File: config.mk
export PLATFORM = sky130hd
export DESIGN_NAME = pq_out_sched
export DESIGN_NICKNAME = d
export VERILOG_FILES = /design/src/rtl/pq_sched_pkg.sv /design/src/rtl/pqs_ctrl.sv /design/src/rtl/pqs_datapath.sv /design/src/rtl/pq_out_sched.sv
export SDC_FILE = /design/constraint.sdc
export NUM_CORES = 1
export LEC_CHECK = 0
export ABC_AREA = 1
export BUFFER_PORTS_ARGS = -buffer_cell sky130_fd_sc_hd__clkbuf_2
export CAP_MARGIN = 5
export CORE_MARGIN = 2
export CORE_UTILIZATION = 58
export DETAILED_ROUTE_END_ITERATION = 8
export PLACE_DENSITY_LB_ADDON = 0.08
export REMOVE_ABC_BUFFERS = 1
export SYNTH_ARGS = -nofsm -noshare
export SYNTH_HDL_FRONTEND = slang
export SYNTH_SLANG_ARGS = --single-unit
export TNS_END_PERCENT = 50
File: constraint.sdc
create_clock -name clk -period 2.89 [get_ports clk]
set_input_delay 0.1445 -clock clk [delete_from_list [all_inputs] [get_ports clk]]
set_output_delay 0.1445 -clock clk [all_outputs]
set_load 0.01 [all_outputs]
File: src/rtl/pq_sched_pkg.sv
package pq_sched_pkg;

  // Widest priority index carried between control and datapath.
  localparam int MAX_PRIO_W = 8;

  typedef enum logic {
    BANK_EVEN = 1'b0,
    BANK_ODD  = 1'b1
  } bank_e;

  // Strobes from the control half to the selection datapath.
  typedef struct packed {
    logic                  slotGo;
    logic [MAX_PRIO_W-1:0] prefPrio;
  } ctrl_strobes_t;

endpackage

File: src/rtl/pqs_ctrl.sv
module pqs_ctrl
  import pq_sched_pkg::*;
#(
  parameter int NUM_PRIO    = 4,
  parameter int TABLE_DEPTH = 16
) (
  input  logic                               clk,
  input  logic                               rstN,
  input  logic                               slotReq,
  input  logic                               cfgWe,
  input  logic [$clog2(TABLE_DEPTH)-1:0]     cfgAddr,
  input  logic [(NUM_PRIO>1 ? $clog2(NUM_PRIO) : 1)-1:0] cfgData,
  output ctrl_strobes_t                      strobes
);
  localparam int PW = (NUM_PRIO > 1) ? $clog2(NUM_PRIO) : 1;
  localparam int AW = $clog2(TABLE_DEPTH);
  localparam logic [AW-1:0] LAST = AW'(TABLE_DEPTH - 1);

  logic [PW-1:0] creditTab [TABLE_DEPTH];
  logic [AW-1:0] slotPtr;

  always_ff @(posedge clk or negedge rstN) begin
    if (!rstN) begin
      for (int i = 0; i < TABLE_DEPTH; i++) creditTab[i] <= '0;
    end else if (cfgWe) begin
      creditTab[cfgAddr] <= cfgData;
    end
  end

  always_ff @(posedge clk or negedge rstN) begin
    if (!rstN)        slotPtr <= '0;
    else if (slotReq) slotPtr <= (slotPtr == LAST) ? '0 : slotPtr + 1'b1;
  end

  always_comb begin
    strobes          = '0;
    strobes.slotGo   = slotReq;
    strobes.prefPrio = MAX_PRIO_W'(creditTab[slotPtr]);
  end

  AST_PTR_STEP: assert property (@(posedge clk) disable iff (!rstN)
    slotReq |=> slotPtr == (($past(slotPtr) == LAST) ? '0 : $past(slotPtr) + 1'b1))
    else $error("pointer did not step");
  AST_PTR_HOLD: assert property (@(posedge clk) disable iff (!rstN)
    !slotReq |=> $stable(slotPtr))
    else $error("pointer moved without request");

endmodule

File: src/rtl/pqs_datapath.sv
module pqs_datapath
  import pq_sched_pkg::*;
#(
  parameter int NUM_PRIO = 4
) (
  input  logic                  clk,
  input  logic                  rstN,
  input  ctrl_strobes_t         strobes,
  input  logic [NUM_PRIO-1:0]   evenEmpty,
  input  logic [NUM_PRIO-1:0]   oddEmpty,
  input  logic [NUM_PRIO-1:0]   sendGrant,
  output logic                  notifyValid,
  output logic [2*NUM_PRIO-1:0] notifyOneHot
);
  localparam int PW = (NUM_PRIO > 1) ? $clog2(NUM_PRIO) : 1;
  localparam int OW = 2 * NUM_PRIO;

  logic [NUM_PRIO-1:0] eligible;
  logic [NUM_PRIO-1:0] bankTog;
  logic [PW-1:0]       strictPrio, prefPrio, selPrio;
  logic                prefOk, anyElig, bothOcc;
  bank_e               selBank;

  assign eligible = (~evenEmpty | ~oddEmpty) & sendGrant;
  assign anyElig  = |eligible;
  assign prefPrio = strobes.prefPrio[PW-1:0];

  always_comb begin
    strictPrio = '0;
    for (int p = NUM_PRIO - 1; p >= 0; p--) begin
      if (eligible[p]) strictPrio = PW'(p);
    end
    prefOk = 1'b0;
    if (int'(strobes.prefPrio) < NUM_PRIO) prefOk = eligible[prefPrio];
    selPrio = prefOk ? prefPrio : strictPrio;
    bothOcc = !evenEmpty[selPrio] && !oddEmpty[selPrio];
    if (bothOcc)                selBank = bank_e'(bankTog[selPrio]);
    else if (evenEmpty[selPrio]) selBank = BANK_ODD;
    else                        selBank = BANK_EVEN;
  end

  always_ff @(posedge clk or negedge rstN) begin
    if (!rstN) begin
      notifyValid  <= 1'b0;
      notifyOneHot <= '0;
      bankTog      <= '0;
    end else if (strobes.slotGo && anyElig) begin
      notifyValid  <= 1'b1;
      notifyOneHot <= OW'(1) << {selPrio, selBank};
      if (bothOcc) bankTog[selPrio] <= ~bankTog[selPrio];
    end else begin
      notifyValid  <= 1'b0;
      notifyOneHot <= '0;
    end
  end

  AST_ONE_NOTIFY: assert property (@(posedge clk) disable iff (!rstN)
    notifyValid |-> $onehot(notifyOneHot))
    else $error("notify not one-hot");
  AST_NOTIFY_AFTER_REQ: assert property (@(posedge clk) disable iff (!rstN)
    notifyValid |-> $past(strobes.slotGo))
    else $error("notify without request");
  AST_IDLE_QUIET: assert property (@(posedge clk) disable iff (!rstN)
    !notifyValid |-> notifyOneHot == '0)
    else $error("stray notify bit");
  AST_TOG_HOLD: assert property (@(posedge clk) disable iff (!rstN)
    !strobes.slotGo |=> $stable(bankTog))
    else $error("toggle moved without slot");

  for (genvar p = 0; p < NUM_PRIO; p++) begin : g_chk
    AST_GRANTED: assert property (@(posedge clk) disable iff (!rstN)
      (notifyOneHot[2*p] || notifyOneHot[2*p+1]) |-> $past(sendGrant[p]))
      else $error("ungranted priority notified");
    AST_EVEN_OCC: assert property (@(posedge clk) disable iff (!rstN)
      notifyOneHot[2*p] |-> !$past(evenEmpty[p]))
      else $error("empty even bank notified");
    AST_ODD_OCC: assert property (@(posedge clk) disable iff (!rstN)
      notifyOneHot[2*p+1] |-> !$past(oddEmpty[p]))
      else $error("empty odd bank notified");
  end

endmodule

File: src/rtl/pq_out_sched.sv
module pq_out_sched
  import pq_sched_pkg::*;
#(
  parameter int NUM_PRIO    = 4,
  parameter int TABLE_DEPTH = 16
) (
  input  logic                                           clk,
  input  logic                                           rstN,
  input  logic                                           slotReq,
  input  logic [NUM_PRIO-1:0]                            evenEmpty,
  input  logic [NUM_PRIO-1:0]                            oddEmpty,
  input  logic [NUM_PRIO-1:0]                            sendGrant,
  input  logic                                           cfgWe,
  input  logic [$clog2(TABLE_DEPTH)-1:0]                 cfgAddr,
  input  logic [(NUM_PRIO>1 ? $clog2(NUM_PRIO) : 1)-1:0] cfgData,
  output logic                                           notifyValid,
  output logic [2*NUM_PRIO-1:0]                          notifyOneHot
);
  ctrl_strobes_t strobes;

  pqs_ctrl #(.NUM_PRIO(NUM_PRIO), .TABLE_DEPTH(TABLE_DEPTH)) i_ctrl (
    .clk(clk), .rstN(rstN), .slotReq(slotReq),
    .cfgWe(cfgWe), .cfgAddr(cfgAddr), .cfgData(cfgData),
    .strobes(strobes)
  );

  pqs_datapath #(.NUM_PRIO(NUM_PRIO)) i_datapath (
    .clk(clk), .rstN(rstN), .strobes(strobes),
    .evenEmpty(evenEmpty), .oddEmpty(oddEmpty), .sendGrant(sendGrant),
    .notifyValid(notifyValid), .notifyOneHot(notifyOneHot)
  );

endmodule

==> flow_metrics.tcl, run 1 <==
set metrics [dict create \
    globalRoute.totalOverflow 0 \
    switching_power_mw 1.55 \
    placement.io_buffers 30 \
    dominantRegCellSynth "sky130_fd_sc_hd__dfrtp_1" \
    min_delay_path_depth 3 \
    seq_power_share 0.298 \
    internal_cell_power_mw 1.79 \
    synth_compound_gate_area_share 0.0658 \
    layout_commonest_cell "sky130_fd_sc_hd__nand2_1" \
    synthXorXnorAreaFrac 0 \
    drc 0 \
    io-pin-count 31 \
    synth_cell_types 23 \
    fin_crit_sh 0.845 \
    tritoncts "yes" \
    worst-endpoint-arrival_ns 2.69 \
    postCtsSetupBuffers 0 \
    cts_inserted_buffers 5 \
    hold_end "i_ctrl.creditTab[12]" \
    final_setup_skew_ns 0.00885 \
    placeable_core_region_um2 4630 \
    final_max_slew_viol_count 0 \
    finalPower_mw 3.34 \
    critical_path.startpoint "i_ctrl.slotPtr[0]" \
    r2r_start "i_ctrl.slotPtr[0]" \
    fillers 428 \
    synth_top_family_by_area "simple AND/OR/NAND/NOR gates" \
    grt_pass1_wl_um 9940 \
    post_synth.cell_area_avg_um2 7.65 \
    leakage_nw 1.60 \
    syn_area_um2 2740 \
    r2r_slack_ns 0.45 \
    routed-via-count 2416 \
    synth-seq-cells 49 \
    timing_worst_slew_pin_value_ns 0.660 \
    power.clock.fraction 0.175 \
    clock_insertion_delay_worst_skew_ns 0.31 \
    commonest_non_fill_non_tap_cells_in_the_layout "114 x sky130_fd_sc_hd__nand2_1, 49 x sky130_fd_sc_hd__nand3_1, 49 x sky130_fd_sc_hd__dfrtp_1, 35 x sky130_fd_sc_hd__inv_1, 33 x sky130_fd_sc_hd__o21ai_0" \
    chipHeight_um 72.7 \
    totalWireLength_um 5840 \
    routed_via_density 5.40 \
    ctsHtreeMaxLevel 2 \
    timing.setup.critical_path_class "flop to flop" \
    cts-root-to-sink-buffers 2 \
    antenna_violations_before_repair 0 \
    timing.hold.worst.class "primary input to flop" \
    start_util 0.592 \
    global_route.usage.total 0.244 \
    final_nets 415 \
    synth.top_cells.by_area "sky130_fd_sc_hd__dfrtp_1 45%, sky130_fd_sc_hd__nand2_1 16%, sky130_fd_sc_hd__nand3_1 8.9%, sky130_fd_sc_hd__o21ai_0 6.0%, sky130_fd_sc_hd__inv_1 4.8%" \
    post_synth_and_or_nand_nor_area_fraction 0.407 \
    status "complete, no violations" \
    design.die.area_um2 5290 \
    powerDensity_nw_per_um2 1090 \
    drt_first_iter_violations 194 \
    grt_max_degree 37 \
    async_reset_ff_frac 1.00 \
    cts.root.buffer_cell "sky130_fd_sc_hd__clkbuf_8" \
    synthAdderAreaFrac 0.00457 \
    detail-route-antenna-nets 0 \
    power.share.combinational 0.527 \
    count_of_endpoints_failing_hold_in_the_final_timing_report 0 \
    die_w_um 72.7 \
    fin_cells 447 \
    yosys.area.top_type_share 0.447 \
    yosys_warnings 0 \
    peakVddDrop_mv 0.542 \
    relSlewSlack 0.556 \
    finalSetupViolCount 0 \
    finalWorstPathRequiredPeriod_ns 2.44 \
    max-cap-violations 0 \
    drive_above_1_share 0.188 \
    max_clock_freq_ghz 0.409 \
    synthCells 358 \
    required_ns 3.14 \
    worstSetupStartpointType "flop" \
    insertedDiodeCount 0 \
    synth.mux.area_fraction 0 \
    synth_area_leader_cell "sky130_fd_sc_hd__dfrtp_1" \
    hold_start "cfgData[0]" \
    placedCellCount 438 \
    post_drt_wl_per_cell_um 13.1 \
    critical_path.max_fanout 18 \
    critical_path.endpoint_type "flop" \
    drt_pass1_iterations 4 \
    critical_path.reg2reg.endpoint "i_datapath.bankTog[2]" \
    grt_pass1_vias 2142 \
    place.gp.congestion 0.867 \
    totalNegativeSetupSlack_ns 0 \
    synth_edf_count 0 \
    cts.clk_slew.worst_paths_ns 0.09 \
    synth_seq_area_share 0.447 \
    hold_buffers 1 \
    rows 25 \
    area_growth_syn_to_layout_pct 12.2 \
    power.share.switching 0.465 \
    dp.final_hpwl_um 4430 \
    rsz0062_at_grt "no" \
    cts.sink_count 49 \
    worst_r2r_path_depth 18 \
    cts_repair_resize_count 0 \
]
-- synthesized netlist by cell type, drive strengths merged, types with 2 or more instances --
cell type  instances
nand4             10
inv               39
nand3             58
nand2            132
nor3               3
a21oi              3
buf                5
o21ai             33
dfrtp             49
nor4               2
clkbuf             2
nor2              20
-- layer usage --
metal | wire length, µm | track usage
met1 | 2950 | 0.382
met2 | 2580 | 0.347
met3 | 254 | 0.0497
met4 | 67 | 0.0617
met5 | 0 | 0
-- how the worst max path moves through the flow --
stage / endpoint / slack, ns / depth (start not counted)
detailed placement: i_datapath.bankTog[2] / 0.49 / 18
floorplan: i_datapath.notifyOneHot[3] / 0.65 / 16
global route: i_datapath.bankTog[3] / 0.23 / 18
finish: i_datapath.bankTog[2] / 0.45 / 18
CTS: i_datapath.bankTog[2] / 0.45 / 18
global placement: i_datapath.notifyOneHot[6] / 0.55 / 17
-- cells by family after synthesis --
family / after synthesis
flip-flops: 49
AO/OA/AOI/OAI: 36
buffers and inverters: 46
AND/OR/NAND/NOR: 226
adder cells (fa/ha/maj): 1
-- stage by stage --
stage	utilization	instance area [µm²]	hold WS (ns)	setup WS [ns]
finish	0.664	3070	0.0900	0.447
global placement	0.632	2930	0.0560	0.546
CTS	0.664	3070	0.0916	0.454
global route	0.664	3070	0.124	0.228
detailed placement	0.632	2930	0.0632	0.493
floorplan	-	2690	-0.151	0.655
-- critical path, stage by stage, from the launching register on --
cell and delay [ns]:
sky130_fd_sc_hd__dfrtp_1 0.45, sky130_fd_sc_hd__buf_4 0.19, sky130_fd_sc_hd__inv_6 0.12, sky130_fd_sc_hd__nand2_1 0.06, sky130_fd_sc_hd__nand2_1 0.06, sky130_fd_sc_hd__nand2_1 0.05
sky130_fd_sc_hd__nand3_1 0.09, sky130_fd_sc_hd__nand3_2 0.11, sky130_fd_sc_hd__nand3_1 0.15, sky130_fd_sc_hd__nand3_4 0.13, sky130_fd_sc_hd__nand2_4 0.12, sky130_fd_sc_hd__nand2_4 0.06
sky130_fd_sc_hd__nand2_4 0.12, sky130_fd_sc_hd__nand2_1 0.07, sky130_fd_sc_hd__nand3_1 0.08, sky130_fd_sc_hd__nand2_1 0.06, sky130_fd_sc_hd__nor2_1 0.24, sky130_fd_sc_hd__nand4_1 0.14
sky130_fd_sc_hd__nand2_1 0.10
-- power by group through the flow --
| stage | logic (mW) | registers, mW | clock network [mW] |
|---|---|---|---|
| 2_1_floorplan | 1.37 | 0.999 | 0 |
| 3_3_place_gp | 1.72 | 1.01 | 0 |
| 6_report | 1.76 | 0.997 | 0.584 |
| 3_5_place_dp | 1.74 | 1.01 | 0 |
| 4_1_cts | 1.76 | 0.997 | 0.596 |
| 5_1_grt | 1.98 | 1.02 | 0.626 |
-- sequential cells by signal, indices dropped and copies added (netlist names) --
signal                   count
i_ctrl.creditTab            32
i_datapath.bankTog           4
i_datapath.notifyOneHot      8
i_ctrl.slotPtr               4
i_datapath.notifyValid       1
-- layout make-up --
class / count / area [µm²] / area share
sequential: 49 / 1230 / 0.399
inverter: 39 / 151 / 0.0492
timing repair buffer: 34 / 183 / 0.0594
tap: 54 / 67.6 / 0.0220
clock buffer: 5 / 68.8 / 0.0224
clock inverter: 3 / 68.8 / 0.0224
multi-input combinational: 263 / 1310 / 0.426
Power figures use the tool's default switching activity.
==> inputs of run 2 (changes only) <==
ABC_AREA = 0   (was 1)
CORE_UTILIZATION = 52   (was 58)
clock period = 2.1 ns   (was 2.89 ns; I/O delays follow)
==> run 2 against run 1 <==
  * The flow now finishes with violations (negative setup slack)
  * Wire length fell by 11%
  * Cell count down 32%
  * Hold slack lost 0.0082 ns
  * Flip-flop and latch count stayed put
  * Clock power grew 14%
  * Total power is 3.1% higher
  * Synthesized area down 8.5%
  * Global-route usage shrank 2.1 points
  * Cell area decreased by 3.3%
  * Non-clock buffer count is 13 higher
==> flow_metrics.tcl, run 2 <==
set metrics [dict create \
    power.clock.fraction 0.193 \
    rows 25 \
    grt_max_degree 50 \
    tritoncts "yes" \
    finalSetupViolCount 12 \
    yosys.area.top_type_share 0.489 \
    synth_edf_count 0 \
    async_reset_ff_frac 1.00 \
    critical_path.startpoint "i_ctrl.slotPtr[2]" \
    worst_hold_slack_ns 0.0818 \
    layout_commonest_cell "sky130_fd_sc_hd__dfrtp_1" \
    cts-root-to-sink-buffers 2 \
    clock_insertion_delay_worst_skew_ns 0.30 \
    grt_pass1_wl_um 9050 \
    critical_path.endpoint_type "flop" \
    final_setup_skew_ns 0.00639 \
    cts.clk_slew.worst_paths_ns 0.09 \
    drc 0 \
    synthMostInstantiatedCell "sky130_fd_sc_hd__dfrtp_1" \
    rsz0062_at_grt "yes" \
    globalRoute.totalOverflow 0 \
    timing.hold.worst.class "primary input to flop" \
    internal_cell_power_mw 2.32 \
    switching_power_mw 1.12 \
    totalWireLength_um 5220 \
    yosys_warnings 0 \
    leakage_nw 1.35 \
    fin_crit_sh 1.23 \
    area_growth_syn_to_layout_pct 18.6 \
    count_of_endpoints_failing_hold_in_the_final_timing_report 0 \
    relSlewSlack 0.606 \
    worstSetupStartpointType "flop" \
    final_max_slew_viol_count 0 \
    start_util 0.534 \
    cts.root.buffer_cell "sky130_fd_sc_hd__clkbuf_8" \
    peakVddDrop_mv 0.467 \
    grt_pass1_vias 1870 \
    post_synth.cell_area_avg_um2 12.4 \
    die_w_um 73.4 \
    r2r_start "i_ctrl.slotPtr[2]" \
    powerDensity_nw_per_um2 1160 \
    placeable_core_region_um2 4690 \
    ys_top_cells_by_count "49 x sky130_fd_sc_hd__dfrtp_1, 29 x sky130_fd_sc_hd__mux2_2, 19 x sky130_fd_sc_hd__nor2_1, 11 x sky130_fd_sc_hd__nand2_1" \
    synth-seq-cells 49 \
    power.share.switching 0.326 \
    commonest_non_fill_non_tap_cells_in_the_layout "48 x sky130_fd_sc_hd__dfrtp_1, 30 x sky130_fd_sc_hd__clkbuf_2, 29 x sky130_fd_sc_hd__mux2_2, 19 x sky130_fd_sc_hd__nor2_1, 15 x sky130_fd_sc_hd__buf_4" \
    insertedDiodeCount 0 \
    dominantRegCellSynth "sky130_fd_sc_hd__dfrtp_1" \
    dp.final_hpwl_um 3940 \
    io-pin-count 31 \
    cts_inserted_buffers 5 \
    final_nets 270 \
    place.gp.congestion 0.849 \
    final_critical_path_setup_slack_ns -0.474 \
    cts.sink_count 49 \
    global_route.usage.total 0.223 \
    drt_first_iter_violations 63 \
    post_drt_wl_per_cell_um 17.3 \
    synth_seq_area_share 0.489 \
    synth.top_cells.by_area "sky130_fd_sc_hd__dfrtp_1 49%, sky130_fd_sc_hd__mux2_2 13%, sky130_fd_sc_hd__mux4_2 7.2%, sky130_fd_sc_hd__nor2_1 2.8%, sky130_fd_sc_hd__mux2_1 2.7%" \
    antenna_violations_before_repair 0 \
    syn_area_um2 2510 \
    placement.io_buffers 30 \
    power.share.combinational 0.406 \
    hold_start "oddEmpty[2]" \
    chipHeight_um 73.4 \
    drive_above_1_share 0.440 \
    drt_pass1_iterations 4 \
    detail-route-antenna-nets 0 \
    fillers 378 \
    status "finished, violations left" \
    synth_area_leader_cell "sky130_fd_sc_hd__dfrtp_1" \
    seq_power_share 0.401 \
    max_clock_freq_ghz 0.389 \
    routed-via-count 1777 \
    largest_register_ff_count 32 \
    ctsHtreeMaxLevel 2 \
    worst-endpoint-arrival_ns 2.77 \
    regMostFlops "i_ctrl.creditTab" \
    max-cap-violations 0 \
    reg.largest.list "i_ctrl.creditTab: 32 flops, i_datapath.notifyOneHot: 8 flops" \
    synth_cell_types 44 \
    design.die.area_um2 5390 \
    required_ns 2.29 \
    timing.setup.critical_path_class "flop to flop" \
    preCtsSetupSlack_ns -0.650 \
    timing_worst_slew_pin_value_ns 0.585 \
    synthCells 202 \
    critical_path.max_fanout 8 \
    finalWorstPathRequiredPeriod_ns 2.57 \
    failed_checks "negative setup slack" \
    routed_via_density 5.88 \
]
-- run 2: changes by cell type after synthesis, sizes merged, moves of 4 or more --
cell / delta
nand3: -56
mux2: +36
mux2i: +5
clkbuf: +6
inv: -33
mux4: +9
o21ai: -29
nand2: -121
nand4: -8
a21boi: +5
or3: +6
buf: -4
-- run 2: final cells by class --
type                    instances  area (µm²)  area share
well taps                      54        67.6      0.0227
clock buffers                   6        72.6      0.0244
clock inverters                 2        38.8      0.0130
flip-flops and latches         49        1230       0.413
repair buffers                 47         283      0.0951
multi-input cells             138        1260       0.424
inverters                       6        22.5     0.00758
-- run 2: kinds of logic (layout without fill, tap and decap cells) --
logic type      Yosys count  count (layout)  share of synthesized area
simple gates             57              57                      0.115
buf+inv                  15              61                     0.0255
compound gates           27              27                     0.0889
mux                      50              50                      0.266
fa+ha+maj                 1               1                    0.00499
xor+xnor                  3               3                     0.0105
flops                    49              49                      0.489
-- run 2: power groups by stage --
stage                     clock network (mW)  registers (mW)  logic, mW
after global routing                   0.728            1.43       1.51
final                                  0.664            1.38       1.40
after global placement                     0            1.39       1.22
after CTS                              0.689            1.39       1.39
after floorplan                            0            1.39      0.815
after detailed placement                   0            1.40       1.27
-- run 2: critical path: stages (launching register included) --
cell,delay [ns]
sky130_fd_sc_hd__dfrtp_2,0.45
sky130_fd_sc_hd__mux4_2,0.52
sky130_fd_sc_hd__mux4_2,0.55
sky130_fd_sc_hd__or3_4,0.36
sky130_fd_sc_hd__o211ai_4,0.16
sky130_fd_sc_hd__nand3_2,0.12
sky130_fd_sc_hd__mux2_4,0.31
-- run 2: final timing paths --
path                                              endpoint  slack (ns)  cells past startpoint
worst max-delay path                 i_datapath.bankTog[0]       -0.47                      6
worst min-delay path            i_datapath.notifyOneHot[4]        0.08                      3
worst max register to register       i_datapath.bankTog[0]       -0.47                      6
worst min register to register       i_datapath.bankTog[3]        0.48                      1
max in group asynchronous                i_ctrl.slotPtr[2]        1.23                      3
min in group asynchronous       i_datapath.notifyOneHot[7]        0.42                      3
-- run 2: timing repair --
item / CTS / global route
hold buffers: 2 / 0
hold endpoints to repair: 50 / 0
gates resized for setup: 12 / 1
pin swaps: 8 / 2
buffers inserted: 2 / 0
gates cloned: 0 / 0
setup endpoints to repair: 12 / 12
-- run 2: per-layer routing --
metal / part of all wire / routed length [µm] / track usage
met1: 0.40 / 2110 / 0.268
met2: 0.52 / 2720 / 0.391
met3: 0.044 / 229 / 0.0425
met4: 0.031 / 163 / 0.0970
met5: 0 / 0 / 0
-- run 2: stage by stage --
step / cell area (µm²) / total power, mW / utilization / cells / TNS [ns]
2_1_floorplan: 2460 / 2.21 / - / 193 / -6.11
3_3_place_gp: 2780 / 2.61 / 0.593 / 290 / -5.25
3_5_place_dp: 2780 / 2.67 / 0.593 / 290 / -6.68
4_1_cts: 2960 / 3.46 / 0.631 / 302 / -4.44
5_1_grt: 2970 / 3.67 / 0.634 / 302 / -5.58
6_report: 2970 / 3.45 / 0.634 / 302 / -4.48
